`config.mk`:
```
export PLATFORM = sky130hd
export DESIGN_NAME = acc_cpu
export DESIGN_NICKNAME = d
export VERILOG_FILES = /design/src/rtl/acc_cpu_pkg.sv /design/src/rtl/acc_cpu_rst_sync.sv /design/src/rtl/acc_cpu_seq.sv /design/src/rtl/acc_cpu_alu.sv /design/src/rtl/acc_cpu_bus.sv /design/src/rtl/acc_cpu_regs.sv /design/src/rtl/acc_cpu.sv
export SDC_FILE = /design/constraint.sdc
export NUM_CORES = 1
export LEC_CHECK = 0
export ABC_AREA = 1
export CORE_MARGIN = 2
export CORE_UTILIZATION = 53
export CTS_BUF_LIST = sky130_fd_sc_hd__clkbuf_8
export CTS_CLUSTER_SIZE = 28
export DETAILED_ROUTE_END_ITERATION = 12
export GPL_TIMING_DRIVEN = 0
export MAX_ROUTING_LAYER = met4
export PLACE_DENSITY_LB_ADDON = 0.15
export SETUP_SLACK_MARGIN = 0.05
export SLEW_MARGIN = 20
export SYNTH_ARGS = -nofsm -noshare
export SYNTH_HDL_FRONTEND = slang
export SYNTH_SLANG_ARGS = --single-unit
```
`constraint.sdc`:
```
create_clock -name clk -period 1.75 [get_ports clk]
set_input_delay 0.525 -clock clk [delete_from_list [all_inputs] [get_ports clk]]
set_output_delay 0.525 -clock clk [all_outputs]
set_load 0.1 [all_outputs]
```
`src/rtl/acc_cpu_pkg.sv`:
```
package acc_cpu_pkg;

  localparam int OPC_W   = 2;
  localparam int N_SRC   = 2;
  localparam int SRC_MEM = 0;
  localparam int SRC_ALU = 1;

  typedef enum logic [2:0] {
    ST_FETCH_A = 3'd0,
    ST_FETCH_D = 3'd1,
    ST_DECODE  = 3'd2,
    ST_OPND_D  = 3'd3,
    ST_EXEC_A  = 3'd4,
    ST_EXEC_D  = 3'd5,
    ST_ALU     = 3'd6
  } step_e;

  typedef enum logic [OPC_W-1:0] {
    OP_NOP  = 2'b00,
    OP_LOAD = 2'b01,
    OP_ADD  = 2'b10,
    OP_JUMP = 2'b11
  } opc_e;

  typedef enum logic [1:0] {
    ALU_PASS = 2'b00,
    ALU_ADD  = 2'b10
  } alu_fn_e;

  typedef struct packed {
    logic [N_SRC-1:0] drv;
    logic             ir_we;
    logic             mar_we;
    logic             pc_ld;
    logic             pc_inc;
    logic             acc_we;
    logic             b_we;
    logic             flg_we;
    logic             rd;
    logic             addr_mar;
    alu_fn_e          alu_fn;
  } ctl_t;

endpackage

```
`src/rtl/acc_cpu_rst_sync.sv`:
```
module acc_cpu_rst_sync #(
  parameter int STAGES = 2
) (
  input  logic clk,
  input  logic rst_n,
  output logic rst_sync_n
);

  logic [STAGES-1:0] sync_q;
  logic [STAGES-1:0] sync_d;

  generate
    if (STAGES == 1) begin : g_one
      assign sync_d = 1'b1;
    end else begin : g_chain
      assign sync_d = {sync_q[STAGES-2:0], 1'b1};
    end
  endgenerate

  always_ff @(posedge clk or negedge rst_n) begin
    if (!rst_n) sync_q <= '0;
    else        sync_q <= sync_d;
  end

  assign rst_sync_n = sync_q[STAGES-1];

endmodule

```
`src/rtl/acc_cpu_seq.sv`:
```
module acc_cpu_seq
  import acc_cpu_pkg::*;
(
  input  logic  clk,
  input  logic  rst_n,
  input  opc_e  opcode,
  output step_e step,
  output ctl_t  ctl
);

  step_e step_q;
  step_e step_d;

  // next-step selection
  always_comb begin
    step_d = ST_FETCH_A;
    case (step_q)
      ST_FETCH_A: step_d = ST_FETCH_D;
      ST_FETCH_D: step_d = ST_DECODE;
      ST_DECODE:  step_d = (opcode == OP_NOP) ? ST_FETCH_A : ST_OPND_D;
      ST_OPND_D:  step_d = (opcode == OP_JUMP) ? ST_FETCH_A : ST_EXEC_A;
      ST_EXEC_A:  step_d = ST_EXEC_D;
      ST_EXEC_D:  step_d = (opcode == OP_ADD) ? ST_ALU : ST_FETCH_A;
      ST_ALU:     step_d = ST_FETCH_A;
      default:    step_d = ST_FETCH_A;
    endcase
  end

  always_ff @(posedge clk or negedge rst_n) begin
    if (!rst_n) step_q <= ST_FETCH_A;
    else        step_q <= step_d;
  end

  // per-step strobes
  always_comb begin
    ctl        = '0;
    ctl.alu_fn = ALU_PASS;
    case (step_q)
      ST_FETCH_A: begin
        ctl.rd = 1'b1;
      end
      ST_FETCH_D: begin
        ctl.drv[SRC_MEM] = 1'b1;
        ctl.ir_we        = 1'b1;
        ctl.pc_inc       = 1'b1;
      end
      ST_DECODE: begin
        ctl.rd = (opcode != OP_NOP);
      end
      ST_OPND_D: begin
        ctl.drv[SRC_MEM] = 1'b1;
        if (opcode == OP_JUMP) begin
          ctl.pc_ld = 1'b1;
        end else begin
          ctl.mar_we = 1'b1;
          ctl.pc_inc = 1'b1;
        end
      end
      ST_EXEC_A: begin
        ctl.rd       = 1'b1;
        ctl.addr_mar = 1'b1;
      end
      ST_EXEC_D: begin
        ctl.drv[SRC_MEM] = 1'b1;
        ctl.acc_we       = (opcode == OP_LOAD);
        ctl.b_we         = (opcode == OP_ADD);
      end
      ST_ALU: begin
        ctl.drv[SRC_ALU] = 1'b1;
        ctl.alu_fn       = ALU_ADD;
        ctl.acc_we       = 1'b1;
        ctl.flg_we       = 1'b1;
      end
      default: ;
    endcase
  end

  assign step = step_q;

endmodule

```
`src/rtl/acc_cpu_alu.sv`:
```
module acc_cpu_alu
  import acc_cpu_pkg::*;
#(
  parameter int DATA_W = 8
) (
  input  alu_fn_e           fn,
  input  logic [DATA_W-1:0] a,
  input  logic [DATA_W-1:0] b,
  output logic [DATA_W-1:0] y,
  output logic              carry
);

  logic [DATA_W:0] sum;

  always_comb begin
    sum = {1'b0, a} + {1'b0, b};
    case (fn)
      ALU_ADD: begin
        y     = sum[DATA_W-1:0];
        carry = sum[DATA_W];
      end
      default: begin
        y     = b;
        carry = 1'b0;
      end
    endcase
  end

endmodule

```
`src/rtl/acc_cpu_bus.sv`:
```
module acc_cpu_bus #(
  parameter int DATA_W = 8,
  parameter int N_SRC  = 2
) (
  input  logic [N_SRC-1:0]             drv,
  input  logic [N_SRC-1:0][DATA_W-1:0] src,
  output logic [DATA_W-1:0]            bus
);

  logic [N_SRC-1:0][DATA_W-1:0] gated;

  generate
    for (genvar g = 0; g < N_SRC; g++) begin : g_src
      assign gated[g] = src[g] & {DATA_W{drv[g]}};
    end
  endgenerate

  always_comb begin
    bus = '0;
    for (int i = 0; i < N_SRC; i++) bus = bus | gated[i];
  end

endmodule

```
`src/rtl/acc_cpu_regs.sv`:
```
module acc_cpu_regs
  import acc_cpu_pkg::*;
#(
  parameter int DATA_W = 8,
  parameter int ADDR_W = 8
) (
  input  logic              clk,
  input  logic              rst_n,
  input  logic [DATA_W-1:0] bus,
  input  logic              alu_carry,
  input  logic              ir_we,
  input  logic              mar_we,
  input  logic              pc_ld,
  input  logic              pc_inc,
  input  logic              acc_we,
  input  logic              b_we,
  input  logic              flg_we,
  output logic [OPC_W-1:0]  opc,
  output logic [ADDR_W-1:0] pc,
  output logic [ADDR_W-1:0] mar,
  output logic [DATA_W-1:0] acc,
  output logic [DATA_W-1:0] b,
  output logic              carry,
  output logic              zero
);

  localparam int OPC_LSB = DATA_W - OPC_W;

  logic [OPC_W-1:0]  opc_d;
  logic [ADDR_W-1:0] pc_d, mar_d;
  logic [DATA_W-1:0] acc_d, b_d;
  logic              carry_d, zero_d;

  always_comb begin
    opc_d   = ir_we  ? bus[DATA_W-1:OPC_LSB] : opc;
    mar_d   = mar_we ? bus[ADDR_W-1:0]       : mar;
    acc_d   = acc_we ? bus                   : acc;
    b_d     = b_we   ? bus                   : b;
    carry_d = flg_we ? alu_carry             : carry;
    zero_d  = flg_we ? (bus == '0)           : zero;
    if (pc_ld)       pc_d = bus[ADDR_W-1:0];
    else if (pc_inc) pc_d = pc + 1'b1;
    else             pc_d = pc;
  end

  always_ff @(posedge clk or negedge rst_n) begin
    if (!rst_n) begin
      opc   <= '0;
      pc    <= '0;
      mar   <= '0;
      acc   <= '0;
      b     <= '0;
      carry <= 1'b0;
      zero  <= 1'b0;
    end else begin
      opc   <= opc_d;
      pc    <= pc_d;
      mar   <= mar_d;
      acc   <= acc_d;
      b     <= b_d;
      carry <= carry_d;
      zero  <= zero_d;
    end
  end

endmodule

```
`src/rtl/acc_cpu.sv`:
```
module acc_cpu
  import acc_cpu_pkg::*;
#(
  parameter int DATA_W     = 8,
  parameter int ADDR_W     = 8,
  parameter int RST_STAGES = 2
) (
  input  logic              clk,
  input  logic              rst_n,
  output logic [ADDR_W-1:0] mem_addr_o,
  output logic              mem_rd_n_o,
  output logic              mem_wr_n_o,
  output logic [DATA_W-1:0] mem_wdata_o,
  input  logic [DATA_W-1:0] mem_rdata_i,
  output logic [ADDR_W-1:0] pc_o,
  output logic [DATA_W-1:0] acc_o,
  output logic              carry_o,
  output logic              zero_o,
  output logic [N_SRC-1:0]  bus_drv_o
);

  logic                         rst_sync_n;
  step_e                        step;
  ctl_t                         ctl;
  opc_e                         opcode;
  logic [OPC_W-1:0]             ir_opc;
  logic [ADDR_W-1:0]            pc, mar;
  logic [DATA_W-1:0]            acc, b_reg, bus, alu_y;
  logic                         alu_c, carry, zero;
  logic [N_SRC-1:0][DATA_W-1:0] srcs;

  acc_cpu_rst_sync #(.STAGES(RST_STAGES)) u_rst (
    .clk(clk), .rst_n(rst_n), .rst_sync_n(rst_sync_n)
  );

  assign opcode = opc_e'(ir_opc);

  acc_cpu_seq u_seq (
    .clk(clk), .rst_n(rst_sync_n), .opcode(opcode), .step(step), .ctl(ctl)
  );

  acc_cpu_alu #(.DATA_W(DATA_W)) u_alu (
    .fn(ctl.alu_fn), .a(acc), .b(b_reg), .y(alu_y), .carry(alu_c)
  );

  assign srcs[SRC_MEM] = mem_rdata_i;
  assign srcs[SRC_ALU] = alu_y;

  acc_cpu_bus #(.DATA_W(DATA_W), .N_SRC(N_SRC)) u_bus (
    .drv(ctl.drv), .src(srcs), .bus(bus)
  );

  acc_cpu_regs #(.DATA_W(DATA_W), .ADDR_W(ADDR_W)) u_regs (
    .clk(clk), .rst_n(rst_sync_n), .bus(bus), .alu_carry(alu_c),
    .ir_we(ctl.ir_we), .mar_we(ctl.mar_we), .pc_ld(ctl.pc_ld),
    .pc_inc(ctl.pc_inc), .acc_we(ctl.acc_we), .b_we(ctl.b_we),
    .flg_we(ctl.flg_we), .opc(ir_opc), .pc(pc), .mar(mar), .acc(acc),
    .b(b_reg), .carry(carry), .zero(zero)
  );

  assign mem_addr_o  = ctl.addr_mar ? mar : pc;
  assign mem_rd_n_o  = ~ctl.rd;
  assign mem_wr_n_o  = 1'b1;
  assign mem_wdata_o = acc;
  assign pc_o        = pc;
  assign acc_o       = acc;
  assign carry_o     = carry;
  assign zero_o      = zero;
  assign bus_drv_o   = ctl.drv;

endmodule

```
==> metrics.txt <==
failing checks setup timing; antenna viol nets, final 0; final wirelength around 11000 um; cts hold-fix bufs 0; type of the worst setup path reg -> out; worst r2r src u_seq.step[0]$_DFF_PN0_; row cnt 24; Die X slightly above 70 um; status finished with violations; First-pass DRT Iterations 5; setup ws final -0.419 ns; crit path buf inv count 2; Post-route DRC 0; H-tree levels 2; synth top area cells dfrtp_1 (43%), nand2_1 (13%), o21ai_0 (6.5%); CP max stage cell dfrtp_2; crit path cell chain nor2_4, nand2_4, clkbuf_16, a21oi_4, buf_12; clk slew on worst S/H paths 0.10 ns; dpl hpwl about 4400 um; Die H ~70 um; largest stage delay on the critical path about 0.48 ns; CP arrival approximately 1.6 ns; area grow syn2layout 69.2%; Syn Area/Cell 7.65 um^2; # setup viols final between 40 and 50; CTS tree built; commonest non-fill, non-tap cell in the layout nand2_1; nets@finish about 420; vias in the first global route around 2400; most frequent cells in the layout nand2_1 (59), inv_1 (30), buf_4 (29), buf_6 (27), dfrtp_1 (21); r2r endpoint u_regs.zero$_DFFE_PN0P_; final hold viol count 0; mapped cell area roughly 0.0024 mm^2; DR iter-0 viols between 300 and 400; CP endpoint mem_addr_o[4]; area share of the largest cell type after synthesis 42.8%; antenna cells 0; fraction of layout cells with a size suffix above 1 about 52%; CP startpoint u_seq.step[1]$_DFF_PN0_; Slew Viols, Final 0; Startpoint Class flip-flop; CP delay by family, top flip-flops; R2R cell count 14; Worst Setup End Kind primary output; warnings from Yosys 0; Port Buffers 46; deepest clock path buffer count 2; Vias 2940; crit path time final approximately 2.2 ns; initial antenna violation count 0; Cell variety after synth 31; initial core utilization 55.0%; Die ar. 0.00507 mm^2; clk root buf clkbuf_8; global-route wire length before repair approximately 11000 um; Wirelength per Cell roughly 23 um; GRT Util Overall 29.2%; Core Region ~0.0044 mm^2; FF+latch count, synth 41; post-synthesis instance total 313; Core Util, Final 93.1%; period utilisation layout 124%; Worst Path Required 1.22 ns; count of cell instances traversed by the critical path 5; skew final ~0.015 ns; hold crit path type reg -> async; register area share after synthesis 42.8%; Clock Latency Late Sink about 0.31 ns; total of max-cap violations 0; clk sink count between 40 and 50; pin count of the biggest net entering global routing 31; Fmax roughly 460 MHz; cts bufs inserted 5; RSZ-0062 raised after global routing yes; IO Count 48; Worst R2R Setup Slack -0.40 ns; largest area contributor in the netlist dfrtp_1; Critical Path Fanout Max 7; gpl congestion roughly 0.86; DR vias/cell approximately 6.5; gr ovfl total 0; fill count 141
-- per-layer routing --
layer	share of wire [%]	wire, um	track usage, %	vias to the layer above
li1	-	-	-	1176
met1	35	3630	35.9	1408
met2	49	5130	48.7	256
met3	9.0	948	5.49	100
met4	7.6	800	9.64	0
met5	0	0	-	-
-- cells by family after synthesis --
| kind of cell | Yosys count | share of synthesized area, % |
|---|---|---|
| other | 1 | 0.157 |
| muxes | 1 | 0.470 |
| adders and majority gates | 10 | 5.54 |
| DFF | 41 | 42.8 |
| buffers and inverters | 60 | 11.8 |
| and+or+nand+nor | 140 | 25.0 |
| xor gates and xnor gates | 4 | 1.46 |
| AOI/OAI and AO/OA | 56 | 12.7 |
-- what timing repair did --
action                                  4_1_cts  5_1_grt
endpoints found under the setup margin       55       58
pin swaps                                    13       16
endpoints found under the hold margin         0        0
gates resized for setup                     270      117
cloned                                        1        1
buffers inserted                             16       19
-- how the worst min path moves through the flow --
stage / end / slack, ns
detailed placement: u_regs.mar[0]$_DFFE_PN0P_ / 0.14
floorplan: u_rst.sync_q[0]$_DFF_PN0_ / 0.23
global route: u_regs.mar[2]$_DFFE_PN0P_ / 0.15
global placement: u_rst.sync_q[1]$_DFF_PN0_ / 0.33
CTS: u_regs.mar[3]$_DFFE_PN0P_ / 0.14
finish: u_regs.mar[0]$_DFFE_PN0P_ / 0.14
-- synth_stat cells --
| cell type | count |
|---|---|
| buf_2 | 2 |
| ha_1 | 9 |
| buf_4 | 10 |
| o21ai_0 | 31 |
| buf_6 | 2 |
| mux2_2 | 1 |
| clkinv_1 | 1 |
| xor2_1 | 4 |
| o211ai_1 | 1 |
| nor2_4 | 1 |
| nor3_4 | 1 |
| fa_1 | 1 |
| nand2_2 | 2 |
| a31oi_1 | 8 |
| clkbuf_1 | 2 |
| conb_1 | 1 |
| dfrtp_1 | 41 |
| nand3_2 | 2 |
| nor3_1 | 1 |
| a211oi_1 | 1 |
| o21ai_2 | 2 |
| nand2_1 | 86 |
| a22oi_1 | 1 |
| inv_4 | 1 |
| inv_2 | 2 |
| nand3_1 | 25 |
| nor4_1 | 1 |
| inv_1 | 40 |
| o21ai_1 | 2 |
| a21oi_1 | 10 |
| nor2_1 | 21 |
-- cell type report --
cell class | count | area, um^2 | share of cell area [%]
clock inverters | 3 | 13.8 | 0.340
repair buffers | 81 | 905 | 22.3
inverters | 44 | 181 | 4.48
clock buffers | 5 | 68.8 | 1.70
well taps | 52 | 65.1 | 1.61
plain buffers | 16 | 158 | 3.89
flip-flops and latches | 41 | 1070 | 26.4
multi-input cells | 213 | 1590 | 39.3
-- through the flow --
step                      setup TNS, ns  hold WS (ns)  cell area [um^2]  setup slack (ns)  instances
after detailed placement         -19.71         0.138              3190            -0.985        413
after global routing             -12.81         0.154              4050            -0.489        455
after floorplan                   -3.25         0.229              2650            -0.226        314
after global placement           -21.06         0.333              3170            -0.971        412
final                            -11.09         0.141              4050            -0.419        455
after CTS                         -3.92         0.144              3530            -0.350        437
Power is not shown: default switching activity piles up to over one toggle a cycle in this logic, so the estimate is an artifact.
